$ cat src/rtl/cbm_pkg.sv
package cbm_pkg;

    localparam int NUM_PRG_REGS = 3;
    localparam int NUM_CHR1K    = 4;
    localparam int NUM_CHR2K    = 2;

    typedef struct packed {
        logic [NUM_CHR2K-1:0]          nt_sel;
        logic [NUM_CHR2K-1:0][5:0]     chr2k;
        logic [NUM_CHR1K-1:0][7:0]     chr1k;
        logic [NUM_PRG_REGS-1:0][7:0]  prg;
    } bank_regs_t;

endpackage

$ cat src/rtl/cbm_regs.sv
module cbm_regs
    import cbm_pkg::*;
#(
    parameter logic [11:0] WINDOW_HI = 12'h7EF
) (
    input  logic        clk,
    input  logic        rst_n,
    input  logic        wr,
    input  logic [15:0] addr,
    input  logic [7:0]  data,
    output bank_regs_t  regs
);

    logic       hit;
    logic [3:0] idx;

    assign hit = wr && (addr[15:4] == WINDOW_HI);
    assign idx = addr[3:0];

    always_ff @(posedge clk or negedge rst_n) begin
        if (!rst_n) begin
            regs <= '0;
        end else if (hit) begin
            case (idx)
                4'h0, 4'h1: begin
                    regs.chr2k[idx[0]]  <= data[5:0];
                    regs.nt_sel[idx[0]] <= data[7];
                end
                4'h2, 4'h3, 4'h4, 4'h5:
                    regs.chr1k[2'(idx[1:0] - 2'd2)] <= data;
                4'hA, 4'hB, 4'hC, 4'hD, 4'hE, 4'hF:
                    regs.prg[2'(idx[2:1] - 2'd1)] <= data;
                default: ;
            endcase
        end
    end

endmodule

$ cat src/rtl/cbm_prg_map.sv
module cbm_prg_map
    import cbm_pkg::*;
#(
    parameter int          PRG_BANK_W = 5,
    parameter logic [7:0]  PRG_MASK   = 8'h1F,
    localparam int         PRG_AW     = PRG_BANK_W + 13
) (
    input  logic [15:0]       cpu_addr,
    input  bank_regs_t        regs,
    output logic [PRG_AW-1:0] prg_addr
);

    logic [3:0][7:0] slot_bank;
    logic [7:0]      masked;

    generate
        for (genvar i = 0; i < 4; i++) begin : g_slot
            if (i < NUM_PRG_REGS) begin : g_switch
                assign slot_bank[i] = regs.prg[i];
            end else begin : g_fixed
                assign slot_bank[i] = PRG_MASK;
            end
        end
    endgenerate

    always_comb begin
        masked   = slot_bank[cpu_addr[14:13]] & PRG_MASK;
        prg_addr = {masked[PRG_BANK_W-1:0], cpu_addr[12:0]};
    end

endmodule

$ cat src/rtl/cbm_chr_map.sv
module cbm_chr_map
    import cbm_pkg::*;
#(
    parameter int          CHR_BANK_W = 8,
    parameter logic [7:0]  CHR_MASK   = 8'hFF,
    localparam int         CHR_AW     = CHR_BANK_W + 10
) (
    input  logic [13:0]       ppu_addr,
    input  bank_regs_t        regs,
    output logic [CHR_AW-1:0] chr_addr,
    output logic              nt_page
);

    logic [7:0][7:0] slot_unit;
    logic [7:0]      masked;

    generate
        for (genvar i = 0; i < 8; i++) begin : g_slot
            if (i < 2 * NUM_CHR2K) begin : g_half
                assign slot_unit[i] = {1'b0, regs.chr2k[i / 2], 1'(i % 2)};
            end else begin : g_quarter
                assign slot_unit[i] = regs.chr1k[i - 2 * NUM_CHR2K];
            end
        end
    endgenerate

    always_comb begin
        masked   = slot_unit[ppu_addr[12:10]] & CHR_MASK;
        chr_addr = {masked[CHR_BANK_W-1:0], ppu_addr[9:0]};
        nt_page  = regs.nt_sel[ppu_addr[11]];
    end

endmodule

$ cat src/rtl/cart_bank_mapper.sv
module cart_bank_mapper
    import cbm_pkg::*;
#(
    parameter int          PRG_BANK_W = 5,
    parameter logic [7:0]  PRG_MASK   = 8'h1F,
    parameter int          CHR_BANK_W = 8,
    parameter logic [7:0]  CHR_MASK   = 8'hFF,
    localparam int         PRG_AW     = PRG_BANK_W + 13,
    localparam int         CHR_AW     = CHR_BANK_W + 10
) (
    input  logic              clk,
    input  logic              rst_n,
    input  logic [15:0]       cpu_addr,
    input  logic [7:0]        cpu_data,
    input  logic              cpu_wr,
    input  logic [13:0]       ppu_addr,
    output logic [PRG_AW-1:0] prg_addr,
    output logic [CHR_AW-1:0] chr_addr,
    output logic              nt_page
);

    bank_regs_t regs;

    cbm_regs #(
        .WINDOW_HI (12'h7EF)
    ) i_regs (
        .clk   (clk),
        .rst_n (rst_n),
        .wr    (cpu_wr),
        .addr  (cpu_addr),
        .data  (cpu_data),
        .regs  (regs)
    );

    cbm_prg_map #(
        .PRG_BANK_W (PRG_BANK_W),
        .PRG_MASK   (PRG_MASK)
    ) i_prg (
        .cpu_addr (cpu_addr),
        .regs     (regs),
        .prg_addr (prg_addr)
    );

    cbm_chr_map #(
        .CHR_BANK_W (CHR_BANK_W),
        .CHR_MASK   (CHR_MASK)
    ) i_chr (
        .ppu_addr (ppu_addr),
        .regs     (regs),
        .chr_addr (chr_addr),
        .nt_page  (nt_page)
    );

endmodule

$ cat config.mk
export PLATFORM = sky130hd
export DESIGN_NAME = cart_bank_mapper
export DESIGN_NICKNAME = d
export VERILOG_FILES = /design/src/rtl/cbm_pkg.sv /design/src/rtl/cbm_regs.sv /design/src/rtl/cbm_prg_map.sv /design/src/rtl/cbm_chr_map.sv /design/src/rtl/cart_bank_mapper.sv
export SDC_FILE = /design/constraint.sdc
export NUM_CORES = 1
export LEC_CHECK = 0
export BUFFER_PORTS_ARGS = -buffer_cell sky130_fd_sc_hd__buf_4
export CORE_ASPECT_RATIO = 0.75
export CORE_MARGIN = 4
export CORE_UTILIZATION = 53
export DETAILED_ROUTE_END_ITERATION = 12
export PLACE_DENSITY = 0.8
export SYNTH_ARGS = -nofsm -noshare
export SYNTH_HDL_FRONTEND = slang
export SYNTH_SLANG_ARGS = --single-unit
$ cat constraint.sdc
create_clock -name clk -period 1.15 [get_ports clk]
set_input_delay 0 -clock clk [delete_from_list [all_inputs] [get_ports clk]]
set_output_delay 0 -clock clk [all_outputs]
set_load 0.005 [all_outputs]
==> flow_summary.toml, run 1 <==
[synth]
yosys_register_bits = 61
avgSynthCellArea_sq_um = 14.08
netlist.top_cell.by_area = "dfrtp_1"
synth_area_leaders = "dfrtp_1, mux2_2, buf_4, mux4_2, mux2i_1"
synth_fp_nets = 257
synth_common_cells = "mux2_2, dfrtp_1, buf_4"
yosysTopAreaCellShare = 0.5021
ys_async_sr_fraction = 1.000
synth-edff-count = 0
yosys_most_used_dff = "dfrtp_1"
postSynthCellCount = 216
seq_area_frac_synth = 0.5021
yosys_warnings = 0
synthMostInstantiatedCell = "mux2_2"
synthesis.area_sq_um = 3040
ys_types = 30

[place]
routabilityCongestion = 0.7604
hpwl_mm = 4.722
dp.cells = 334
dp_slack_ns = -0.3848
port_buffers = 56

[global_route]
grt_max_degree = 33
grt_overflow = 0
grt_pass1_vias = 2150
grt_antenna_before_repair = 0
grt_pass1_wl_mm = 11.41
track_usage = 0.2241

[clock_tree]
clockBufferDepth = 2
cts_tree = "built"
cts_root_buf = "clkbuf_8"
cts_sinks = 61
numCtsBuffers = 9
path_clk_slew_ns = 0.07
clk-insertion-delay-late_ns = 0.35
h-tree-depth = 3

[pwr]
p_int_mw = 3.841
p_sw_frac = 0.2107
power_density_nw_per_um2 = 1185
combPwrFrac = 0.080
vdd_drop_max_uv = 1039
clkPwrFrac = 0.479
p_leak_nw = 2.095
p_seq_frac = 0.441
power.total_mw = 4.867
switchingPower_mw = 1.025

[timing]
hold_viol_final = 0
worst_slack_ns = -0.3571
skew_ns = 0
period_needed_ns = 1.507
fin_crit_sh = 1.311
setup_viol = 13
max-slew-margin-rel = 0.7011
tightest_slew_ns = 0.4483
rsz0062_at_grt = "true"
drv_slew = 0
fmax_ghz = 0.6635

[finish]
final_cells = 372
diodes = 0
reg_top3 = "i_regs.regs: 61 flops"
n_fill_cell = 345
final_util = 0.7552
top_register = "i_regs.regs"
nNetsFinal = 333
area.growth.synth_to_final_pct = 35.10
largest_reg_flops = 61
final_layout_size_suffix_gt1_frac = 0.6296

[die]
fp-row-count = 23
dieArea_sq_um = 7025
start_util = 0.5590
die_y_um = 73.60
core_area_sq_um = 5439
io_pins = 78
die_w_um = 95.46

[detailed_routing]
wirelength_mm = 7.079
drtIter0Drc = 126
via_count = 2037
wl_per_cell_um = 19.03
drtAntennaViolNets = 0
drc = 0
firstDrtPassIters = 4
viasPerCell = 5.476

[worst_hold_path]
holdCritPathClass = "primary input to primary output"

[worst_setup_path]
worstSetupPathType = "flop to primary output"
endpoint_kind = "primary output"
worstPathArrival_ns = 1.51
path_cells = "mux4_2 -> nand2_1 -> o21ai_1 -> buf_4"
required_ns = 1.15
critPathMaxFanout = 2
crit_buf_inv = 1
slowest_delay_ns = 0.50
startpoint_type = "flop"
critPathTopFamily = "multiplexers"
reg2reg_slack_ns = 0.14
slowest_stage = "mux4_2"

[outcome]
violations = "setup timing"
status = "finished, violations left"

[run]
maxCapViolCount = 0
## what timing repair did
action / 4_1_cts / 5_1_grt
pin swaps: 6 / 5
endpoints found under the setup margin: 21 / 17
resized for setup: 7 / 8
endpoints found under the hold margin: 122 / 0
setup buffers: 7 / 6
gates cloned: 0 / 0
hold buffers: 9 / 0
## path summary, 6_finish.rpt
check                                startpoint               to  cells after the start
worst max-delay path            i_regs.regs[49]     chr_addr[11]                      4
worst min-delay path                ppu_addr[1]      chr_addr[1]                      0
worst max register to register  i_regs.regs[16]  i_regs.regs[16]                      3
worst min register to register  i_regs.regs[58]  i_regs.regs[58]                      1
max in group asynchronous                 rst_n  i_regs.regs[39]                      3
min in group asynchronous                 rst_n  i_regs.regs[35]                      2
## placed cells by master, fill, tap and decap left out, types with 2 or more instances in the layout
cell,netlist,layout
nand2_2,1,2
o21ai_1,0,2
o21ai_2,0,2
nand2_1,9,8
bufinv_16,0,3
mux2i_1,7,7
buf_4,25,81
mux4_2,7,7
dlygate4sd3_1,0,9
dfrtp_1,61,61
o22a_1,5,5
nor4_4,2,3
o21ai_0,6,2
buf_12,0,5
clkbuf_8,0,10
clkbuf_1,2,2
mux2_4,0,26
mux2_2,68,42
## layer usage
layer,up-vias,GRT usage,wire (um)
met1,1033,0.2961,3002
li1,921,-,-
met3,15,0.07881,547
met5,-,0,0
met4,0,0.06940,116
met2,68,0.3507,3412
## cell type report
cell class                      count  area, sq um  area share
Sequential cell                    61         1526      0.3716
Multi-Input combinational cell    123         1434      0.3491
Timing Repair Buffer               96        809.5      0.1971
Clock buffer                       12        145.1     0.03533
Clock inverter                      4        95.09     0.02315
Tap cell                           75        93.84     0.02284
Inverter                            1        3.754   0.0009138
## worst reg2reg max path: stages (launching register included)
cell     delay, ns
dfrtp_1       0.38
buf_4         0.14
buf_4         0.12
mux2_4        0.26
## kinds of logic after synthesis
| family | Yosys count | share of synthesized area |
|---|---|---|
| muxes | 82 | 0.3267 |
| DFF | 61 | 0.5021 |
| buffers and inverters | 32 | 0.07202 |
| and+or+nand+nor | 28 | 0.07119 |
| AOI/OAI and AO/OA | 13 | 0.02798 |
## power by group through the flow
stage / Combinational (mW) / Clock, mW / Sequential (mW)
after floorplan: 0.154 / 0 / 2.19
after global placement: 0.360 / 0 / 2.19
after detailed placement: 0.365 / 0 / 2.19
after CTS: 0.393 / 2.36 / 2.15
after global routing: 0.426 / 2.49 / 2.14
final: 0.390 / 2.33 / 2.15
## metrics by stage
stage | hold slack, ns | instance area [sq um] | setup TNS (ns)
after global routing | 0.000007966 | 4108 | -4.343
after global placement | -0.02107 | 3633 | -12.70
after CTS | 0.00003458 | 4030 | -3.371
after floorplan | -0.2956 | 3161 | -1.588
final | 0.000002245 | 4108 | -3.191
after detailed placement | -0.02133 | 3633 | -14.08
Note: power is estimated with default switching activity, not from simulation.
==> run 2: changes to the inputs <==
--- a/config.mk
+++ b/config.mk
@@ -6,11 +6,13 @@
 export NUM_CORES = 1
 export LEC_CHECK = 0
 export BUFFER_PORTS_ARGS = -buffer_cell sky130_fd_sc_hd__buf_4
+export CELL_PAD_IN_SITES_DETAIL_PLACEMENT = 0
+export CELL_PAD_IN_SITES_GLOBAL_PLACEMENT = 2
 export CORE_ASPECT_RATIO = 0.75
 export CORE_MARGIN = 4
-export CORE_UTILIZATION = 53
+export CORE_UTILIZATION = 35
 export DETAILED_ROUTE_END_ITERATION = 12
-export PLACE_DENSITY = 0.8
+export PLACE_DENSITY_LB_ADDON = 0.1
 export SYNTH_ARGS = -nofsm -noshare
 export SYNTH_HDL_FRONTEND = slang
 export SYNTH_SLANG_ARGS = --single-unit
==> flow_summary.toml, run 2 (synthesis gave the netlist of run 1 again) <==
[outcome]
status = "finished, violations left"
violations = "setup timing"

[run]
maxCapViolCount = 0

[clock_tree]
cts_sinks = 61
h-tree-depth = 3
clk-insertion-delay-late_ns = 0.32
numCtsBuffers = 9
cts_root_buf = "clkbuf_16"
clockBufferDepth = 2
path_clk_slew_ns = 0.05
cts_tree = "built"

[finish]
top_register = "i_regs.regs"
final_layout_size_suffix_gt1_frac = 0.6451
final_cell_mix = "buf_4, dfrtp_1, mux2_2, mux2_4, clkbuf_16"
largest_reg_flops = 61
reg_top3 = "i_regs.regs: 61 flops"
final_util = 0.4943
n_fill_cell = 747
diodes = 0
final_common_cell = "buf_4"
nNetsFinal = 329
area.growth.synth_to_final_pct = 37.45

[timing]
setup_viol = 16
tightest_slew_ns = 0.3882
hold_viol_final = 0
worst_slack_ns = -0.2879
fin_crit_sh = 1.250
max-slew-margin-rel = 0.7412
rsz0062_at_grt = "true"
period_needed_ns = 1.438
fmax_ghz = 0.6955
drv_slew = 0
skew_ns = 0
tns_ns = -2.638

[global_route]
track_usage = 0.1480
grt_antenna_before_repair = 0
grt_max_degree = 29
grt_pass1_vias = 2045
grt_pass1_wl_mm = 11.29
grt_overflow = 0

[worst_setup_path]
endpoint_kind = "primary output"
r2r-end = "i_regs.regs[16]"
ff2ff_path_depth = 2
crit-reg2reg-launch = "i_regs.regs[16]"
worstSetupPathType = "flop to primary output"
path_cells = "mux4_2 -> nand2_2 -> o21ai_2 -> buf_4"
slowest_delay_ns = 0.47
reg2reg_slack_ns = 0.26
required_ns = 1.15
slowest_stage = "mux4_2"
worstPathArrival_ns = 1.44
critPathMaxFanout = 2
startpoint_type = "flop"

[pwr]
vdd_drop_max_uv = 672.9
p_leak_nw = 2.101
power_density_nw_per_um2 = 1236

[worst_hold_path]
hold_start = "ppu_addr[6]"
hold_end = "chr_addr[6]"
holdCritPathClass = "primary input to primary output"
worst_hold_path.num_cells = 0

[die]
start_util = 0.3596
die_w_um = 115.6
io_pins = 78
die_y_um = 88.72
dieArea_sq_um = 10260
core_area_sq_um = 8454
fp-row-count = 29

[detailed_routing]
drtIter0Drc = 65
drtAntennaViolNets = 0
via_count = 1974
drc = 0
wirelength_mm = 6.952
wl_per_cell_um = 17.34
firstDrtPassIters = 4
viasPerCell = 4.923

[place]
routabilityCongestion = 0.7060
dp_slack_ns = -0.3684
hpwl_mm = 4.907
port_buffers = 56
-- run 2: area by class of cell --
type | count | area (sq um) | share of cell area
clock buffer | 12 | 246.5 | 0.05898
clock inverter | 4 | 47.55 | 0.01138
inverter | 1 | 3.754 | 0.0008982
multi-input combinational | 123 | 1454 | 0.3479
sequential | 61 | 1526 | 0.3653
tap | 108 | 135.1 | 0.03234
timing repair buffer | 92 | 765.7 | 0.1832
-- run 2: repair_timing --
item / 4_1_cts / 5_1_grt
pin swaps: 10 / 6
gates cloned: 0 / 0
setup endpoints to repair: 29 / 42
endpoints found under the hold margin: 95 / 0
setup buffers: 5 / 6
hold buffers: 6 / 0
gates resized for setup: 8 / 15
-- run 2: per-stage QoR --
step | hold WS, ns | instance area [sq um] | cells | total power, mW
final | 0.000002286 | 4179 | 401 | 5.166
after CTS | 0.00006013 | 4083 | 396 | 5.254
after detailed placement | -0.05333 | 3677 | 369 | 2.555
after global routing | 0.000009037 | 4179 | 401 | 5.409
after global placement | -0.05107 | 3677 | 369 | 2.556
after floorplan | -0.2956 | 3161 | 216 | 2.341
-- run 2: report_power, final --
group          internal, mW  switching (mW)
Sequential             2.15        0.000450
Combinational         0.199           0.194
Clock                  1.73           0.895
Total                  4.08            1.09
-- run 2: worst max-delay path, delay by kind of cell (launching register included) --
family / cells / cell delay (ns)
compound gates: 1 / 0.05
buf+inv: 1 / 0.14
flops: 1 / 0.39
mux: 1 / 0.47
simple gates: 1 / 0.07
-- run 2: metal layers --
layer	share of wire	GRT usage
met5	0	0
met3	0.057	0.04511
met4	0.013	0.05058
met2	0.43	0.2169
met1	0.50	0.2096
-- run 2: worst max-delay path by stage --
stage	startpoint	end	slack, ns	depth (start not counted)
final	i_regs.regs[43]	chr_addr[13]	-0.29	4
after global routing	i_regs.regs[43]	chr_addr[13]	-0.36	4
after CTS	i_regs.regs[44]	chr_addr[14]	-0.31	4
after detailed placement	cpu_addr[15]	i_regs.regs[43]	-0.37	6
after global placement	cpu_addr[15]	i_regs.regs[46]	-0.36	6
after floorplan	cpu_addr[14]	i_regs.regs[40]	-0.11	6
